## src/rtl/pp_irq_pkg.sv

```systemverilog
package pp_irq_pkg;
  localparam int NUM_FLAGS = 3;
  localparam int FLG_NACK  = 2;
  localparam int FLG_NFLT  = 1;
  localparam int FLG_BIN   = 0;
  localparam int MODE_W    = 3;

  typedef enum logic [MODE_W-1:0] {
    PM_STD    = 3'b000,
    PM_BIDIR  = 3'b001,
    PM_COMPAT = 3'b010,
    PM_XCAP   = 3'b011,
    PM_ENH    = 3'b100
  } pp_mode_e;
endpackage

```

## src/rtl/pp_sync.sv

```systemverilog
module pp_sync #(
  parameter int WIDTH  = 2,
  parameter int STAGES = 2,
  parameter logic [WIDTH-1:0] RST_VAL = '1
) (
  input  logic             clk_i,
  input  logic             rst_ni,
  input  logic [WIDTH-1:0] d_i,
  output logic [WIDTH-1:0] q_o
);
  logic [WIDTH-1:0] stg_q [STAGES];

  always_ff @(posedge clk_i or negedge rst_ni) begin
    if (!rst_ni) begin
      for (int i = 0; i < STAGES; i++) stg_q[i] <= RST_VAL;
    end else begin
      stg_q[0] <= d_i;
      for (int i = 1; i < STAGES; i++) stg_q[i] <= stg_q[i-1];
    end
  end

  assign q_o = stg_q[STAGES-1];
endmodule

```

## src/rtl/pp_evt_flag.sv

```systemverilog
module pp_evt_flag (
  input  logic clk_i,
  input  logic rst_ni,
  input  logic set_i,
  input  logic clr_i,
  output logic flag_o
);
  logic flag_q;

  // set takes priority so a coincident event survives the clearing read
  always_ff @(posedge clk_i or negedge rst_ni) begin
    if (!rst_ni) flag_q <= 1'b0;
    else         flag_q <= set_i | (flag_q & ~clr_i);
  end

  assign flag_o = flag_q;
endmodule

```

## src/rtl/pp_irq_status_reg.sv

```systemverilog
module pp_irq_status_reg
  import pp_irq_pkg::*;
#(
  parameter int                ADDR_W      = 3,
  parameter logic [ADDR_W-1:0] REG_ADDR    = 3'd6,
  parameter int                SYNC_STAGES = 2
) (
  input  logic              clk_i,
  input  logic              rst_ni,
  input  logic [ADDR_W-1:0] addr_i,
  input  logic              rd_i,
  input  logic              wr_i,
  input  logic [7:0]        wdata_i,
  input  logic              nack_i,
  input  logic              nfault_i,
  input  logic              irq_en_i,
  input  logic              nfault_mask_i,
  input  logic              bin_mask_i,
  input  logic              bin_avail_i,
  input  logic              bout_pend_i,
  output logic [7:0]        rdata_o,
  output logic [MODE_W-1:0] mode_o,
  output logic              irq_o
);
  localparam int LN_NACK = 1;
  localparam int LN_NFLT = 0;

  logic [1:0]           lines_s, lines_prev_q;
  logic                 mask_prev_q;
  logic [MODE_W-1:0]    mode_q;
  logic [NUM_FLAGS-1:0] set_vec, flags_q;
  logic                 reg_sel;

  pp_sync #(.WIDTH(2), .STAGES(SYNC_STAGES), .RST_VAL(2'b11)) u_sync (
    .clk_i (clk_i),
    .rst_ni(rst_ni),
    .d_i   ({nack_i, nfault_i}),
    .q_o   (lines_s)
  );

  always_ff @(posedge clk_i or negedge rst_ni) begin
    if (!rst_ni) begin
      lines_prev_q <= 2'b11;
      mask_prev_q  <= 1'b0;
    end else begin
      lines_prev_q <= lines_s;
      mask_prev_q  <= nfault_mask_i;
    end
  end

  assign reg_sel = (addr_i == REG_ADDR);

  always_ff @(posedge clk_i or negedge rst_ni) begin
    if (!rst_ni)               mode_q <= PM_STD;
    else if (wr_i && reg_sel)  mode_q <= wdata_i[7:5];
  end

  always_comb begin
    set_vec[FLG_NACK] = irq_en_i & ~lines_prev_q[LN_NACK] & lines_s[LN_NACK];
    // falling fault edge, or mask lifted while fault already asserted
    set_vec[FLG_NFLT] = ~nfault_mask_i & ~lines_s[LN_NFLT]
                      & (lines_prev_q[LN_NFLT] | mask_prev_q);
    set_vec[FLG_BIN]  = bin_avail_i & ~bin_mask_i;
  end

  for (genvar g = 0; g < NUM_FLAGS; g++) begin : g_flag
    pp_evt_flag u_flag (
      .clk_i (clk_i),
      .rst_ni(rst_ni),
      .set_i (set_vec[g]),
      .clr_i (rd_i),
      .flag_o(flags_q[g])
    );
  end

  assign rdata_o = (rd_i && reg_sel) ? {mode_q, flags_q, ~bin_avail_i, ~bout_pend_i} : 8'h00;
  assign mode_o  = mode_q;
  assign irq_o   = |flags_q;
endmodule

```

## config.mk

```make
export PLATFORM = sky130hd
export DESIGN_NAME = pp_irq_status_reg
export DESIGN_NICKNAME = d
export VERILOG_FILES = /design/src/rtl/pp_irq_pkg.sv /design/src/rtl/pp_sync.sv /design/src/rtl/pp_evt_flag.sv /design/src/rtl/pp_irq_status_reg.sv
export SDC_FILE = /design/constraint.sdc
export NUM_CORES = 1
export LEC_CHECK = 0
export ABC_AREA = 1
export CORE_MARGIN = 5
export CORE_UTILIZATION = 33
export DETAILED_ROUTE_END_ITERATION = 8
export PLACE_DENSITY = 0.75
export SYNTH_ARGS = -nofsm -noshare
export SYNTH_HDL_FRONTEND = slang
export SYNTH_SLANG_ARGS = --single-unit
```

## constraint.sdc

```tcl
create_clock -name clk_i -period 1.2 [get_ports clk_i]
set_clock_uncertainty 0.2 [all_clocks]
set_input_delay 0.24 -clock clk_i [delete_from_list [all_inputs] [get_ports clk_i]]
set_output_delay 0.24 -clock clk_i [all_outputs]
set_load 0.02 [all_outputs]
```

; Word-level counts from Yosys, hierarchy flattened
; Cells that the tools add are included.
[totals]
reg_bits = 13
inputBits = 22
output_inout_bits = 12
wordCells = 32
[classes]
n_eq_ne = 1
mux = 1
bitwise = 19
n_reduce_logical = 3
[ops]
columns = op, count
row1 = bitwise AND 1 bit, 8
row2 = 2-to-1 mux 8 bit, 1
row3 = NOT 1 bit, 7
row4 = OR 1 bit, 4
row5 = "equality test 3 bit, second input constant", 1
row6 = OR reduction 3 bit, 1
row7 = logical AND 1 bit, 2

; Longest topological paths before layout
; Gate-level depths: netlist of run 1.
[logic_depth]
ltp_word = 4
ltp_mapped = 4

; Cells and area by module
; A second synthesis of run 1 with hierarchy kept.
[unflattened]
hier_cells = 62
area_unflattened_um2 = 550.5
[by_module_without_submodules]
columns = module, instances, cells_each, area_each_um2
row1 = pp_irq_status_reg, 1, 41, 310.3
row2 = pp_evt_flag, 3, 5, 40.0
row3 = pp_sync, 1, 6, 120.1

; Worst setup path after synthesis of run 1
; OpenSTA, ideal clock, no wires.
[synth_path]
path_kind = reg-to-output
from = register mode_q[0], in the netlist mode_o[0]
to = output rdata_o[5]
t_arrival_ns = 0.806
required_ns = 0.760
slack_ns = -0.046
path_stages_with_launch = 3
n_path_buf = 0
path_cell_list = dfrtp_1 > inv_1 > nor2_1
[synth_via]
elab_chain_len = 1
[synth_rtl]
columns = item, line_no
row1 = from (decl), pp_irq_status_reg.sv:30  ; logic [MODE_W-1:0] mode_q;
row2 = from (signal assigned), pp_irq_status_reg.sv:55  ; else if (wr_i && reg_sel) mode_q <= wdata_i[7:5];
row3 = 2-to-1 mux 8 bit, pp_irq_status_reg.sv:76  ; assign rdata_o = (rd_i && reg_sel) ? {mode_q, flags_q, ~bin_avail_i, ~bout_pend_i} : 8'h00;
row4 = to (decl), pp_irq_status_reg.sv:21  ; output logic [7:0] rdata_o,
; Every way passes these cells.

; Final worst setup path of run 1
[layout_path]
from = register mode_q[1], in the netlist mode_o[1]
to = output rdata_o[6]
; The elaborated chain is that of the path after synthesis.

==> results of run 1 <==
==> stage by stage <==
| step | hold WS, ps | TNS (ps) |
|---|---|---|
| 2_1_floorplan | -256 | -184 |
| 3_3_place_gp | 146 | -9570 |
| 3_5_place_dp | 149 | -10090 |
| 4_1_cts | 73.2 | -1980 |
| 5_1_grt | 57.8 | -2520 |
| 6_report | 73.2 | -1890 |
==> power groups by stage <==
stage                     registers, mW  clock network, mW  logic [mW]
after floorplan                   0.534                  0      0.0616
after global placement            0.507                  0       0.275
after detailed placement          0.510                  0       0.280
after CTS                         0.506              0.284       0.311
after global routing              0.512              0.318       0.349
final                             0.506              0.273       0.329
==> sequential cells by signal, indices dropped and copies added, names as in the netlist <==
register	count
mode_o	3
lines_prev_q	2
u_sync.stg_q	2
g_flag.u_flag.flag_o	3
mask_prev_q	1
u_sync.q_o	2
==> worst max-delay path, cell delays in order, from the launching register on <==
cell and delay (ps):
dfrtp_1 380, inv_1 70, nor2_2 100, buf_6 130
==> what timing repair did <==
action	4_1_cts	5_1_grt
setup endpoints to repair	12	12
pin swaps	10	4
setup buffers	1	4
gates resized for setup	100	5
==> cells in the final DEF, fill, tap and decap left out <==
master / n
clkdlybuf4s50_1: 10
dlygate4sd2_1: 2
nand2_4: 2
dfrtp_1: 7
nand2_1: 6
inv_2: 3
nor2_1: 3
nand3b_1: 1
clkinv_2: 1
nand4_1: 1
buf_4: 14
clkbuf_2: 1
nor2_2: 4
inv_1: 5
nor2_4: 3
dfstp_2: 6
buf_8: 2
buf_6: 13
o22ai_1: 1
o21ai_0: 3
nand3_2: 1
nand3_1: 3
buf_12: 1
clkbuf_4: 3
==> cell families (layout without fill, tap and decap cells) <==
| kind of cell | after synthesis | in the layout | share of synthesized area, % |
|---|---|---|---|
| simple gates | 24 | 24 | 23.6 |
| flops | 13 | 13 | 66.2 |
| buf+inv | 8 | 55 | 5.97 |
| compound gates | 4 | 4 | 4.23 |
==> layer usage <==
layer / vias up / global-route usage, % / share of wire [%]
met5: - / 0 / 0
met4: 0 / 4.04 / 0.51
met3: 2 / 2.14 / 4.5
met2: 12 / 26.3 / 61
met1: 244 / 11.1 / 34
li1: 247 / - / -
==> how the worst max path moves through the flow <==
stage / startpoint / to / slack, ps / cells past startpoint
floorplan: addr_i[1] / rdata_o[0] / -40 / 4
global placement: addr_i[1] / rdata_o[4] / -950 / 6
detailed placement: addr_i[1] / rdata_o[2] / -1010 / 6
CTS: g_flag[2].u_flag.flag_o$_DFF_PN0_ / irq_o / -190 / 3
global route: mode_o[1]$_DFFE_PN0P_ / rdata_o[6] / -260 / 3
finish: mode_o[1]$_DFFE_PN0P_ / rdata_o[6] / -190 / 3
==> final cells by class <==
| type | instances | area [um2] | share of cell area (%) |
|---|---|---|---|
| Timing Repair Buffer | 43 | 424 | 42.0 |
| Sequential cell | 13 | 333 | 33.0 |
| Multi-Input combinational cell | 28 | 175 | 17.3 |
| Inverter | 8 | 30.0 | 2.97 |
| Clock buffer | 3 | 22.5 | 2.23 |
| Tap cell | 16 | 20.0 | 1.98 |
| Clock inverter | 1 | 5.00 | 0.496 |
==> results.json, run 1 <==
{
  "status": "finished, violations left",
  "violations": "negative setup slack",
  "num-fill-cells": 122,
  "synthCells": 49,
  "ys.flop_type": "dfrtp_1",
  "coreArea_mm2": 0.00147,
  "syn-num-nets": 71,
  "htree_levels": 1,
  "worst_setup_path_start_kind": "flop",
  "required_ps": 760,
  "synth.distinct_cells": 13,
  "power.switching_mw": 0.315,
  "ff2ff_setup_slack_ps": 140,
  "numCtsBuffers": 3,
  "netlist.area_leader.share_pct": 34.8,
  "fp.dieH_um": 49.0,
  "period_share_pct": 116,
  "r2r_end": "g_flag[1].u_flag.flag_o$_DFF_PN0_",
  "routabilityCongestion": 0.680,
  "synth_commonest_cells": "9 x nor2_1, 8 x inv_1, 7 x dfrtp_1",
  "hpwl_um": 1070,
  "fin_util_pct": 68.6,
  "swShare_pct": 28.4,
  "rows": 14,
  "antenna_found_initial": 0,
  "synth_edf_count": 0,
  "p_per_area_mw_per_mm2": 1100,
  "cts_buffer_depth": 2,
  "end_kind": "output pin",
  "worst_r2r_path_depth": 3,
  "grt_overflow": 0,
  "place_area_um2": 898,
  "routed_wl_um": 1560,
  "avgSynthCellArea_um2": 10.3,
  "cts_tree": "done",
  "clk_pin_slew_ps": 80,
  "final_cells": 112,
  "grt_pass1_vias": 520,
  "r2r_start": "u_sync.q_o[0]$_DFF_PN1_",
  "final_max_slew_viol_count": 0,
  "antenna_cells": 0,
  "yosysSeqAreaShare_pct": 66.2,
  "vias_per_cell": 4.51,
  "fin_crit_ps": 1390,
  "finalPower_mw": 1.11,
  "die-area_mm2": 0.00240,
  "num_vias": 505,
  "yosysTopAreaCell": "dfrtp_1",
  "dp_cells": 103,
  "grt_max_degree": 14,
  "synthesis.area_um2": 503,
  "hold_buffers": 0,
  "hold_viol_final": 0,
  "grt_pass1_wl_um": 2300,
  "setup_viol": 12,
  "dp_slack_ps": -1010,
  "yosysWarnings": 0,
  "die_w_um": 49.0,
  "ys_ff_latch": 13,
  "hold_path_class": "input pin to asynchronous set/reset pin",
  "critPathArrivalTime_ps": 950,
  "power.share.clock_pct": 24.7,
  "irDropWorstVdd_v": 0.000886,
  "critPathKind": "flop to output pin",
  "detail_route.wl_per_cell_um": 13.9,
  "drt_iter0_drc": 9,
  "root_buffer": "clkbuf_4",
  "seqPwrFrac_pct": 45.7,
  "internal_power_mw": 0.794,
  "grtUsageTotal_pct": 12.4,
  "layout.nets": 119,
  "cts_sinks": 13,
  "io_pins": 34,
  "yosys.cell_count.top_type": "nor2_1",
  "maxCapViolCount": 0,
  "drc_errors": 0,
  "start_util_pct": 34.2,
  "leakage_nw": 0.493,
  "critPathMaxFanout": 2,
  "synth_area_leaders": "dfrtp_1 35%, dfstp_2 31%, nor2_1 6.7%",
  "rsz0062_at_grt": "true",
  "drive_above_1_share_pct": 56.3,
  "final_cell_area_mm2": 0.00101,
  "detail-route-antenna-nets": 0,
  "areaGrowthSynthToFinish_pct": 101,
  "max-slew-margin-rel_pct": 89.2,
  "ys_async_sr_fraction_pct": 100,
  "numPortBuffers": 28,
  "firstDrtPassIters": 3,
  "setup_ws_ps": -194,
  "p_comb_share_pct": 29.7,
  "clock.fmax_ghz": 0.718,
  "worstSkewPairLatency_ps": 280,
  "tightest_slew_ps": 161
}
No activity file was read; power rests on OpenSTA's default activity.
==> inputs of run 2 (changes only) <==
--- a/config.mk
+++ b/config.mk
@@ -8,6 +8,7 @@
 export ABC_AREA = 1
 export CORE_MARGIN = 5
 export CORE_UTILIZATION = 33
+export CTS_CLUSTER_SIZE = 10
 export DETAILED_ROUTE_END_ITERATION = 8
 export PLACE_DENSITY = 0.75
 export SYNTH_ARGS = -nofsm -noshare
==> results of run 2 <==
Final layout, timing and power as in run 1 (identical DEF).
